==> src/rtl/winTrapPkg.sv <==
package winTrapPkg;

  localparam int TT_W = 8;

  localparam logic [TT_W-1:0] TT_OVERFLOW  = 8'h05;
  localparam logic [TT_W-1:0] TT_UNDERFLOW = 8'h06;
  localparam logic [TT_W-1:0] TT_IRQ_BASE  = 8'h10;

  // Strobes from the decision logic to the state registers
  typedef struct packed {
    logic            rotDown;
    logic            rotUp;
    logic            setEt;
    logic            takeTrap;
    logic            setHalt;
    logic [TT_W-1:0] trapType;
  } ctrlStrobe_t;

endpackage

==> src/rtl/winTrapCtrl.sv <==
module winTrapCtrl
  import winTrapPkg::*;
#(
  parameter int NWIN  = 8,
  parameter int PTR_W = $clog2(NWIN)
) (
  input  logic             saveReq,
  input  logic             restoreReq,
  input  logic             rettReq,
  input  logic             irqReq,
  input  logic [3:0]       irqLevel,
  input  logic             faultReq,
  input  logic [TT_W-1:0]  faultType,
  input  logic [PTR_W-1:0] curWin,
  input  logic [NWIN-1:0]  invMask,
  input  logic             trapEnable,
  input  logic             halted,
  output ctrlStrobe_t      strb
);

  localparam logic [PTR_W-1:0] ONE = PTR_W'(1);

  logic [PTR_W-1:0] upWin;
  logic [PTR_W-1:0] downWin;
  logic             syncTrap;
  logic [TT_W-1:0]  syncType;

  assign upWin   = curWin + ONE;
  assign downWin = curWin - ONE;

  always_comb begin
    strb     = '0;
    syncTrap = 1'b0;
    syncType = '0;
    if (!halted) begin
      if (faultReq) begin
        syncTrap = 1'b1;
        syncType = faultType;
      end else if (saveReq) begin
        if (invMask[downWin]) begin
          syncTrap = 1'b1;
          syncType = TT_OVERFLOW;
        end else begin
          strb.rotDown = 1'b1;
        end
      end else if (restoreReq || rettReq) begin
        if (invMask[upWin]) begin
          syncTrap = 1'b1;
          syncType = TT_UNDERFLOW;
        end else begin
          strb.rotUp = 1'b1;
          strb.setEt = !restoreReq;
        end
      end else if (irqReq && trapEnable) begin
        strb.takeTrap = 1'b1;
        strb.trapType = TT_IRQ_BASE + TT_W'(irqLevel);
      end

      if (syncTrap) begin
        if (trapEnable) begin
          strb.takeTrap = 1'b1;
          strb.trapType = syncType;
        end else begin
          strb.setHalt = 1'b1;
        end
      end
    end
  end

endmodule

==> src/rtl/winTrapDatapath.sv <==
module winTrapDatapath
  import winTrapPkg::*;
#(
  parameter int              NWIN   = 8,
  parameter int              PTR_W  = $clog2(NWIN),
  parameter int              BASE_W = 20,
  parameter logic [BASE_W-1:0] VEC_BASE = '0,
  parameter int              VEC_W  = BASE_W + TT_W + 4,
  parameter logic [NWIN-1:0] MASK_RST = NWIN'(2)
) (
  input  logic             clk,
  input  logic             rst,
  input  ctrlStrobe_t      strb,
  input  logic             maskWrite,
  input  logic [NWIN-1:0]  maskData,
  output logic [PTR_W-1:0] curWin,
  output logic [NWIN-1:0]  invMask,
  output logic             trapEnable,
  output logic             trapTaken,
  output logic [VEC_W-1:0] trapVector,
  output logic             errorHalt
);

  localparam logic [PTR_W-1:0] ONE = PTR_W'(1);

  always_ff @(posedge clk) begin
    if (rst) begin
      curWin     <= '0;
      invMask    <= MASK_RST;
      trapEnable <= 1'b0;
      trapTaken  <= 1'b0;
      trapVector <= '0;
      errorHalt  <= 1'b0;
    end else begin
      trapTaken <= 1'b0;
      if (!errorHalt) begin
        if (maskWrite) invMask <= maskData;
        if (strb.takeTrap) begin
          curWin     <= curWin - ONE;
          trapEnable <= 1'b0;
          trapTaken  <= 1'b1;
          trapVector <= {VEC_BASE, strb.trapType, 4'h0};
        end else begin
          if (strb.rotDown) curWin <= curWin - ONE;
          if (strb.rotUp)   curWin <= curWin + ONE;
          if (strb.setEt)   trapEnable <= 1'b1;
          if (strb.setHalt) errorHalt <= 1'b1;
        end
      end
    end
  end

  AST_TRAP_ENTRY: assert property (@(posedge clk) disable iff (rst)
    strb.takeTrap |=> (curWin == $past(curWin) - ONE) && !trapEnable && trapTaken);
  AST_SAVE_TARGET_VALID: assert property (@(posedge clk) disable iff (rst)
    strb.rotDown |-> !invMask[curWin - ONE]);
  AST_HALT_STICKY: assert property (@(posedge clk) disable iff (rst)
    errorHalt |=> errorHalt);
  AST_HALT_FREEZE: assert property (@(posedge clk) disable iff (rst)
    errorHalt |=> $stable(curWin) && $stable(trapEnable) && $stable(invMask) && !trapTaken);
  AST_ONE_ACTION: assert property (@(posedge clk) disable iff (rst)
    $onehot0({strb.rotDown, strb.rotUp, strb.takeTrap, strb.setHalt}));
  AST_HALT_NO_MOVE: assert property (@(posedge clk) disable iff (rst)
    strb.setHalt |=> errorHalt && $stable(curWin) && !trapTaken);

endmodule

==> src/rtl/winRegMap.sv <==
module winRegMap #(
  parameter int NWIN   = 8,
  parameter int PTR_W  = $clog2(NWIN),
  parameter int PHYS_W = $clog2(8 + NWIN * 16)
) (
  input  logic [PTR_W-1:0]  curWin,
  input  logic [4:0]        logReg,
  output logic [PHYS_W-1:0] physIdx
);

  localparam int RING_W = PTR_W + 4;

  logic [1:0]        group;
  logic [RING_W-1:0] winOff;
  logic [RING_W-1:0] ringPos;

  assign group = logReg[4:3];

  always_comb begin
    case (group)
      2'd2:    winOff = RING_W'(8);
      2'd3:    winOff = RING_W'(16);
      default: winOff = '0;
    endcase
    ringPos = {curWin, 4'h0} + winOff + RING_W'(logReg[2:0]);
    if (group == 2'd0) physIdx = PHYS_W'(logReg);
    else               physIdx = PHYS_W'(8) + PHYS_W'(ringPos);
  end

endmodule

==> src/rtl/winTrapSeq.sv <==
module winTrapSeq
  import winTrapPkg::*;
#(
  parameter int                NWIN     = 8,
  parameter int                BASE_W   = 20,
  parameter logic [BASE_W-1:0] VEC_BASE = 20'h00010,
  parameter int                PTR_W    = $clog2(NWIN),
  parameter int                VEC_W    = BASE_W + TT_W + 4,
  parameter int                PHYS_W   = $clog2(8 + NWIN * 16)
) (
  input  logic              clk,
  input  logic              rst,
  input  logic              saveReq,
  input  logic              restoreReq,
  input  logic              rettReq,
  input  logic              irqReq,
  input  logic [3:0]        irqLevel,
  input  logic              faultReq,
  input  logic [TT_W-1:0]   faultType,
  input  logic              maskWrite,
  input  logic [NWIN-1:0]   maskData,
  input  logic [4:0]        logReg,
  output logic [PTR_W-1:0]  curWin,
  output logic [NWIN-1:0]   invMask,
  output logic              trapEnable,
  output logic              trapTaken,
  output logic [VEC_W-1:0]  trapVector,
  output logic              errorHalt,
  output logic [PHYS_W-1:0] physIdx
);

  ctrlStrobe_t strb;

  winTrapCtrl #(.NWIN(NWIN), .PTR_W(PTR_W)) uCtrl (
    .saveReq(saveReq), .restoreReq(restoreReq), .rettReq(rettReq),
    .irqReq(irqReq), .irqLevel(irqLevel),
    .faultReq(faultReq), .faultType(faultType),
    .curWin(curWin), .invMask(invMask), .trapEnable(trapEnable),
    .halted(errorHalt), .strb(strb)
  );

  winTrapDatapath #(
    .NWIN(NWIN), .PTR_W(PTR_W), .BASE_W(BASE_W), .VEC_BASE(VEC_BASE), .VEC_W(VEC_W)
  ) uData (
    .clk(clk), .rst(rst), .strb(strb),
    .maskWrite(maskWrite), .maskData(maskData),
    .curWin(curWin), .invMask(invMask), .trapEnable(trapEnable),
    .trapTaken(trapTaken), .trapVector(trapVector), .errorHalt(errorHalt)
  );

  winRegMap #(.NWIN(NWIN), .PTR_W(PTR_W), .PHYS_W(PHYS_W)) uMap (
    .curWin(curWin), .logReg(logReg), .physIdx(physIdx)
  );

  AST_IRQ_MASKED: assert property (@(posedge clk) disable iff (rst)
    (!trapEnable && !faultReq && !saveReq && !restoreReq && !rettReq) |=> !trapTaken);
  AST_FAULT_ENABLED: assert property (@(posedge clk) disable iff (rst)
    (faultReq && trapEnable && !errorHalt) |=> trapTaken && !errorHalt);
  AST_FAULT_DISABLED: assert property (@(posedge clk) disable iff (rst)
    (faultReq && !trapEnable) |=> errorHalt && !trapTaken);

endmodule

==> config.mk <==
export PLATFORM = sky130hd
export DESIGN_NAME = winTrapSeq
export DESIGN_NICKNAME = d
export VERILOG_FILES = /design/src/rtl/winTrapPkg.sv /design/src/rtl/winTrapCtrl.sv /design/src/rtl/winTrapDatapath.sv /design/src/rtl/winRegMap.sv /design/src/rtl/winTrapSeq.sv
export SDC_FILE = /design/constraint.sdc
export NUM_CORES = 1
export LEC_CHECK = 0
export ABC_AREA = 1
export BUFFER_PORTS_ARGS = -buffer_cell sky130_fd_sc_hd__buf_2
export CORE_MARGIN = 2
export CORE_UTILIZATION = 40
export CTS_CLUSTER_DIAMETER = 40
export DETAILED_ROUTE_END_ITERATION = 7
export GPL_TIMING_DRIVEN = 0
export PLACE_DENSITY = 0.79
export SYNTH_ARGS = -nofsm -noshare
export SYNTH_HDL_FRONTEND = slang
export SYNTH_SLANG_ARGS = --single-unit
==> constraint.sdc <==
create_clock -name clk -period 3.6 [get_ports clk]
set_input_delay 0.9 -clock clk [delete_from_list [all_inputs] [get_ports clk]]
set_output_delay 0.9 -clock clk [all_outputs]
set_load 0.01 [all_outputs]
**After elaboration in Yosys (flattened, before gate mapping)**

Index checks and enable logic that the tools add are counted.

- Flip-flop bits (word level): 23
- Word-level logic and storage cells: 71
- Input bits: 33
- Output and inout port bits: 54

- Add/sub/neg operators: 6
- Bitwise logic cells: 1
- Muxes and demuxes: 43
- Equal/unequal tests: 2
- Reduce and logical (&&, ||, !) cells: 11
- $lt $le $gt $ge: 2

Operators by type and width:

| cell | count |
|---|---|
| $mux W8 | 8 |
| $mux W3 | 7 |
| $mux W1 | 20 |
| $mux W13 | 1 |
| $mux W10 | 1 |
| $pmux W5 S2 | 1 |
| $add A4 B7 Y8 const A | 1 |
| $lt A3 B4 Y1 const B | 2 |
| $reduce_and A2 Y1 | 4 |
| $add A7 B3 Y7 | 1 |
| $add A7 B5 Y7 | 1 |
| $add A5 B4 Y6 const A | 1 |
| $bmux W1 S3 | 2 |
| $eq A2 B2 Y1 const B | 2 |
| $mux W2 | 2 |
| $mux W4 | 1 |
| $add A3 B1 Y3 const B | 1 |
| $reduce_bool A3 Y1 | 1 |
| $sub A3 B1 Y3 const B | 1 |
| $logic_not A2 Y1 | 1 |
| $reduce_bool A2 Y1 | 1 |
| $reduce_or A2 Y1 | 1 |
| $logic_and A1 B1 Y1 | 1 |
| $logic_not A1 Y1 | 1 |
| 2 further kinds | 2 |

**Depth between registers and ports, before layout**

Gate-level depths: netlist of the first run.

- Word-level depth: 13
- Mapped depth: 17
- Mapped depth without buffers: 17

**By module**

From an unflattened synthesis of the first run, not the netlist that was laid out.

- Cell total of the unflattened synthesis: 272
- Area total of the unflattened synthesis: 1,727.9 sq um

By module, submodules not included:

| module | times used | cells an instance | area each (sq um) | seq. area each (sq um) |
|---|---|---|---|---|
| winTrapDatapath | 1 | 144 | 1,087.3 | 460.4 |
| winTrapCtrl | 1 | 98 | 475.5 | 0.0 |
| winRegMap | 1 | 30 | 165.2 | 0.0 |

**Least setup slack after synthesis of the first run**

No wires, ideal clock.

- Path type: input to output
- From: input logReg[3]
- To: output physIdx[5]
- Data arrival time: 1.854 ns
- Path buffers: 0
- Required time: 2.700 ns
- Slack: 0.846 ns
- Stages on the path: 6
- Path through: nand2_1 inv_1 ha_1 ha_1 nand2_1 nor3b_1

- Longest elaborated chain between the ends: 6
- Elaborated cells between the ends (all ways): 8
- Those cells by class: add/sub: 3; eq/ne: 2; mux: 2; reduce/logical: 1

Ends and longest elaborated chain:

| item | line | source |
|---|---|---|
| from (decl) | winTrapSeq.sv:22 | `input logic [4:0] logReg,` |
| $eq A2 B2 Y1 | winRegMap.sv:20 | `case (group)` |
| $pmux W5 S2 | winRegMap.sv:20 |  |
| $add A7 B5 Y7 | winRegMap.sv:25 | `ringPos = {curWin, 4'h0} + winOff + RING_W'(logReg[2:0]);` |
| $add A7 B3 Y7 | winRegMap.sv:25 |  |
| $add A4 B7 Y8 | winRegMap.sv:27 | `else physIdx = PHYS_W'(8) + PHYS_W'(ringPos);` |
| $mux W8 * | winRegMap.sv:26 | `if (group == 2'd0) physIdx = PHYS_W'(logReg);` |
| to (decl) | winTrapSeq.sv:29 | `output logic [PHYS_W-1:0] physIdx` |

Mark *: on every way between the ends. The rest lies on a longest branch, timed or not.

**Worst setup path in the final report of the first run**

- From: input logReg[3]
- To: output physIdx[6]

Same word-level chain as after synthesis.

==> results of run 1 <==
## stage by stage
step | power [mW] | hold slack, ns
finish | 0.9338 | 0.4419
global route | 1.009 | 0.4607
CTS | 0.9374 | 0.4456
detailed placement | 0.7810 | 0.4282
global placement | 0.7688 | 0.4247
floorplan | 0.6627 | 0.4687
## state kept, by name, summed over array words and instances (netlist names)
name and cells:
uData.curWin 3, uData.trapTaken 1, uData.trapVector 9, uData.invMask 8, uData.errorHalt 1, uData.trapEnable 1
## cell usage after synthesis (all sizes together)
master and number:
buf 27, xnor2 2, nor3b 1, conb 1, nand3 27, xor2 1, ha 5, or2 1
nand2 58, o2111ai 1, clkbuf 2, a21oi 2, nor2 36, o21ai 11, dfxtp 23, nor3 1
o22ai 1, o211ai 1, inv 25, clkinv 1
## layout make-up
| type | count | area [µm²] |
|---|---|---|
| multi-input combinational | 171 | 843.3 |
| timing repair buffer | 60 | 300.3 |
| fill | 362 | 1642 |
| sequential | 23 | 460.4 |
| buffer | 29 | 210.2 |
| clock buffer | 4 | 45.04 |
| inverter | 26 | 100.1 |
| tap | 48 | 60.06 |
## final timing paths
kind | cells after the start | slack, ns | endpoint | start
max | 9 | 0.61 | physIdx[6] | logReg[3]
max reg2reg | 15 | 1.35 | uData.trapVector[11] | uData.curWin[0]
min reg2reg | 2 | 0.44 | uData.trapVector[7] | uData.trapVector[7]
min | 2 | 0.44 | uData.trapVector[7] | uData.trapVector[7]
## power by group through the flow
stage                     clock (mW)  combinational [mW]  sequential (mW)
after floorplan                    0               0.332            0.331
after global placement             0               0.448            0.321
final                          0.160               0.457            0.317
after detailed placement           0               0.458            0.323
after global routing           0.171               0.516            0.323
after CTS                      0.161               0.459            0.317
## worst min-delay path: cells and delay by family (launching register included)
family           cells  cell delay, ns
DFF                  1            0.31
and+or+nand+nor      2            0.09
## routing by layer
layer  track usage [%]  vias up
li1                  -      834
met1             18.41      680
met2             25.88       55
met3             1.533        5
met4             7.031        0
met5                 0        -
## kinds of logic after synthesis
family                   synth area share, %
AO/OA/AOI/OAI                          5.719
XOR/XNOR                               1.716
adder cells (fa/ha/maj)                4.085
buffers and inverters                  20.26
flip-flops                             30.07
other                                 0.2449
AND/OR/NAND/NOR                        37.91
==> flow_summary.yaml, run 1 <==
clocking:
  cts.clk_slew.worst_paths_ns: 0.08
  cts_max_level: 1
  cts_resized: 0
  clkLatencyLatePin_ns: 0.27
  cts.sinks: 23
  root_buffer: "clkbuf_8"
  cts_setup_buffers: 0
  cts_tree: "done"
  postCtsHoldBufs: 0
  max-clock-path-buffers: 2
  cts_buffers: 3
synthesis:
  postSynthCellCount: 227
  synth_area_leader_cell: "dfxtp_1"
  seq_area_frac_synth_pct: 30.07
  yosysTopAreaCellShare_pct: 30.07
  ys_warn_count: 0
  ys_ff_latch: 23
  yosysUniqueCellTypes: 27
  synthTopCellsByArea: "dfxtp_1, buf_4, nand2_1"
  postSynthAreaPerCell_um2: 6.747
  syn_area_um2: 1531
route:
  firstDrtPassIters: 5
  routed.top_layer: "met4"
  met3_length_um: 208
  avgViaCountPerCell: 4.360
  drt-met1-wl_um: 1429
  ant_nets: 0
  wl_met2_um: 1567
  first_iter_violations: 43
  vias: 1574
  drc: 0
  wl_per_cell_um: 9.050
  wirelength_um: 3267
worst_setup_path:
  crit_path_start_kind: "primary input"
  cpPeakStageDelay_ns: 0.23
  critical-path-top-delay-family: "adder cells"
  cp_cell_sequence: "buf_2, nand2_1, inv_1, ha_1, ha_1, xnor2_1, o22ai_1, a21oi_1, buf_2"
  cp_max_fo: 5
  cp_slowest_cell: "xnor2_1"
  critPathKind: "primary input to output pin"
  path_buf_inv: 3
  crit_path_end_kind: "output pin"
  arrival_ns: 2.09
  cp.required_ns: 2.70
die:
  die_area_um2: 4340
  rows: 22
  initial_core_util_pct: 41.83
  die_w_um: 65.88
  die_height_um: 65.88
  ios: 87
  core_area_um2: 3661
timing:
  finalCritPeriodShare_pct: 82.99
  rsz0062_at_grt: "false"
  fin_skew_ns: 0.002910
  drv_slew: 0
  period_needed_ns: 2.988
  setup_viol: 0
  worst_slack_ns: 0.6122
  fmax_ghz: 0.3347
  hold_viol_final: 0
  finalSetupTns_ns: 0
grt:
  grt_max_degree: 13
  antenna_found_initial: 0
  grt_pass1_vias: 1252
  gr-total-overflow: 0
  grt_usage_pct: 14.94
  grt_first_pass_wirelength_um: 5161
hold_path:
  hold_path.class: "flip-flop to flip-flop"
layout:
  final_area_um2: 2019
  final_common_cell: "buf_2"
  stdcell_count: 361
  syn_to_final_growth_pct: 31.86
  layout_common_cells: "buf_2, nand2_1, nor2_1"
  post-route-util_pct: 55.16
  drive_gt1_share_pct: 34.50
  final_nets: 352
  n_antenna_cell: 0
placement:
  port_buffers: 60
  placed_cells: 357
  pre_cts_ws_ns: 0.6189
  dp.final_hpwl_um: 2704
  postPlaceCellArea_um2: 1974
  gp_congestion: 0.8036
flow_run:
  drv_cap: 0
power:
  cellLeakagePower_nw: 1.213
  ir_worst_vdd_mv: 0.2867
  swShare_pct: 41.88
  p_switching_mw: 0.3911
  pwr_density_cell_nw_per_um2: 462.4
  p_clk_share_pct: 17.2
  p_seq_share_pct: 33.9
  power.internal_mw: 0.5427
  comb_power_share_pct: 48.9
outcome:
  status: "completed"
No activity file was read; power rests on OpenSTA's default activity.
==> run 2: changes to the inputs <==
PLACE_DENSITY = 0.82   (was 0.79)
clock period = 2.7 ns   (was 3.6 ns; I/O delays follow)
==> flow_summary.yaml, run 2 (synthesis results as in run 1) <==
outcome:
  status: "completed"
clocking:
  cts_tree: "done"
  cts_resized: 0
  cts_max_level: 1
  clkLatencyLatePin_ns: 0.26
  cts_setup_buffers: 0
  postCtsHoldBufs: 0
  cts.clk_slew.worst_paths_ns: 0.08
  cts.sinks: 23
  cts_buffers: 3
  root_buffer: "clkbuf_8"
  max-clock-path-buffers: 2
die:
  die_area_um2: 4340
  core_area_um2: 3661
  initial_core_util_pct: 41.83
  die_height_um: 65.88
  ios: 87
  rows: 22
  die_w_um: 65.88
worst_setup_path:
  arrival_ns: 1.90
  cp_max_fo: 5
  crit_path_end_kind: "output pin"
  r2r_start: "uData.curWin[0]"
  startpoint: "logReg[3]"
  cp.required_ns: 2.03
  crit_path_start_kind: "primary input"
  critPathKind: "primary input to output pin"
timing:
  hold_viol_final: 0
  period_needed_ns: 2.570
  fin_skew_ns: 0.001585
  rsz0062_at_grt: "false"
  finalSetupTns_ns: 0
  drv_slew: 0
  finalCritPeriodShare_pct: 95.20
  setup_viol: 0
  fmax_ghz: 0.3890
  hold_ws_ns: 0.4465
route:
  ant_nets: 0
  wirelength_um: 3251
  firstDrtPassIters: 4
  avgViaCountPerCell: 4.238
  first_iter_violations: 33
  drc: 0
  vias: 1530
  wl_per_cell_um: 9.006
layout:
  final_common_cell: "buf_2"
  fillers: 368
  top_regs: "uData.trapVector (9), uData.invMask (8), uData.curWin (3)"
  syn_to_final_growth_pct: 31.86
  final_nets: 352
  largest_reg_flops: 9
  stdcell_count: 361
  post-route-util_pct: 55.16
  layout_common_cells: "buf_2, nand2_1, nor2_1"
  drive_gt1_share_pct: 34.50
  top_register: "uData.trapVector"
  n_antenna_cell: 0
power:
  pwr_density_cell_nw_per_um2: 614.3
  power.total_mw: 1.241
  ir_worst_vdd_mv: 0.5079
  cellLeakagePower_nw: 1.213
placement:
  dp.final_hpwl_um: 2688
  placed_cells: 357
  gp_congestion: 0.7970
  port_buffers: 60
grt:
  grt_pass1_vias: 1332
  grt_first_pass_wirelength_um: 5361
  grt_max_degree: 13
  grt_usage_pct: 15.56
  gr-total-overflow: 0
  antenna_found_initial: 0
hold_path:
  hp-start: "uData.trapVector[4]"
  hold_path.class: "flip-flop to flip-flop"
flow_run:
  drv_cap: 0
## run 2: where the power goes
part,total [mW],switching (mW),internal [mW]
clock network,0.215,0.109,0.105
registers,0.419,0.0401,0.379
logic,0.607,0.368,0.239
## run 2: final timing paths
check / end / slack, ns / cells past startpoint
max: physIdx[6] / 0.13 / 9
min: uData.trapVector[4] / 0.45 / 2
max reg2reg: uData.trapVector[11] / 0.50 / 15
min reg2reg: uData.trapVector[4] / 0.45 / 2
## run 2: layout make-up
class                   count  area (µm²)  area share (%)
plain buffers              29       210.2           10.41
clock buffers               4       45.04           2.230
inverters                  26       100.1           4.957
multi-input cells         171       843.3           41.76
flip-flops and latches     23       460.4           22.80
well taps                  48       60.06           2.974
repair buffers             60       300.3           14.87
## run 2: worst max-delay path: stages
cell and delay (ns):
buf_2 0.12, nand2_1 0.06, inv_1 0.04, ha_1 0.17
ha_1 0.18, xnor2_1 0.24, o22ai_1 0.13, a21oi_1 0.13
buf_2 0.15
## run 2: routing by layer
metal,track usage (%),part of all wire [%],vias to the layer above,wire length (µm)
li1,-,-,833,-
met1,18.52,42,641,1354
met2,27.27,50,51,1616
met3,2.726,7.1,5,230
met4,6.510,1.5,0,49
met5,0,0,-,0
## run 2: stage by stage
step / area (µm²) / setup WS [ns]
3_5_place_dp: 1974 / 0.1495
5_1_grt: 2019 / 0.01885
3_3_place_gp: 1974 / 0.1678
4_1_cts: 2019 / 0.1518
2_1_floorplan: 1614 / 0.3957
6_report: 2019 / 0.1295
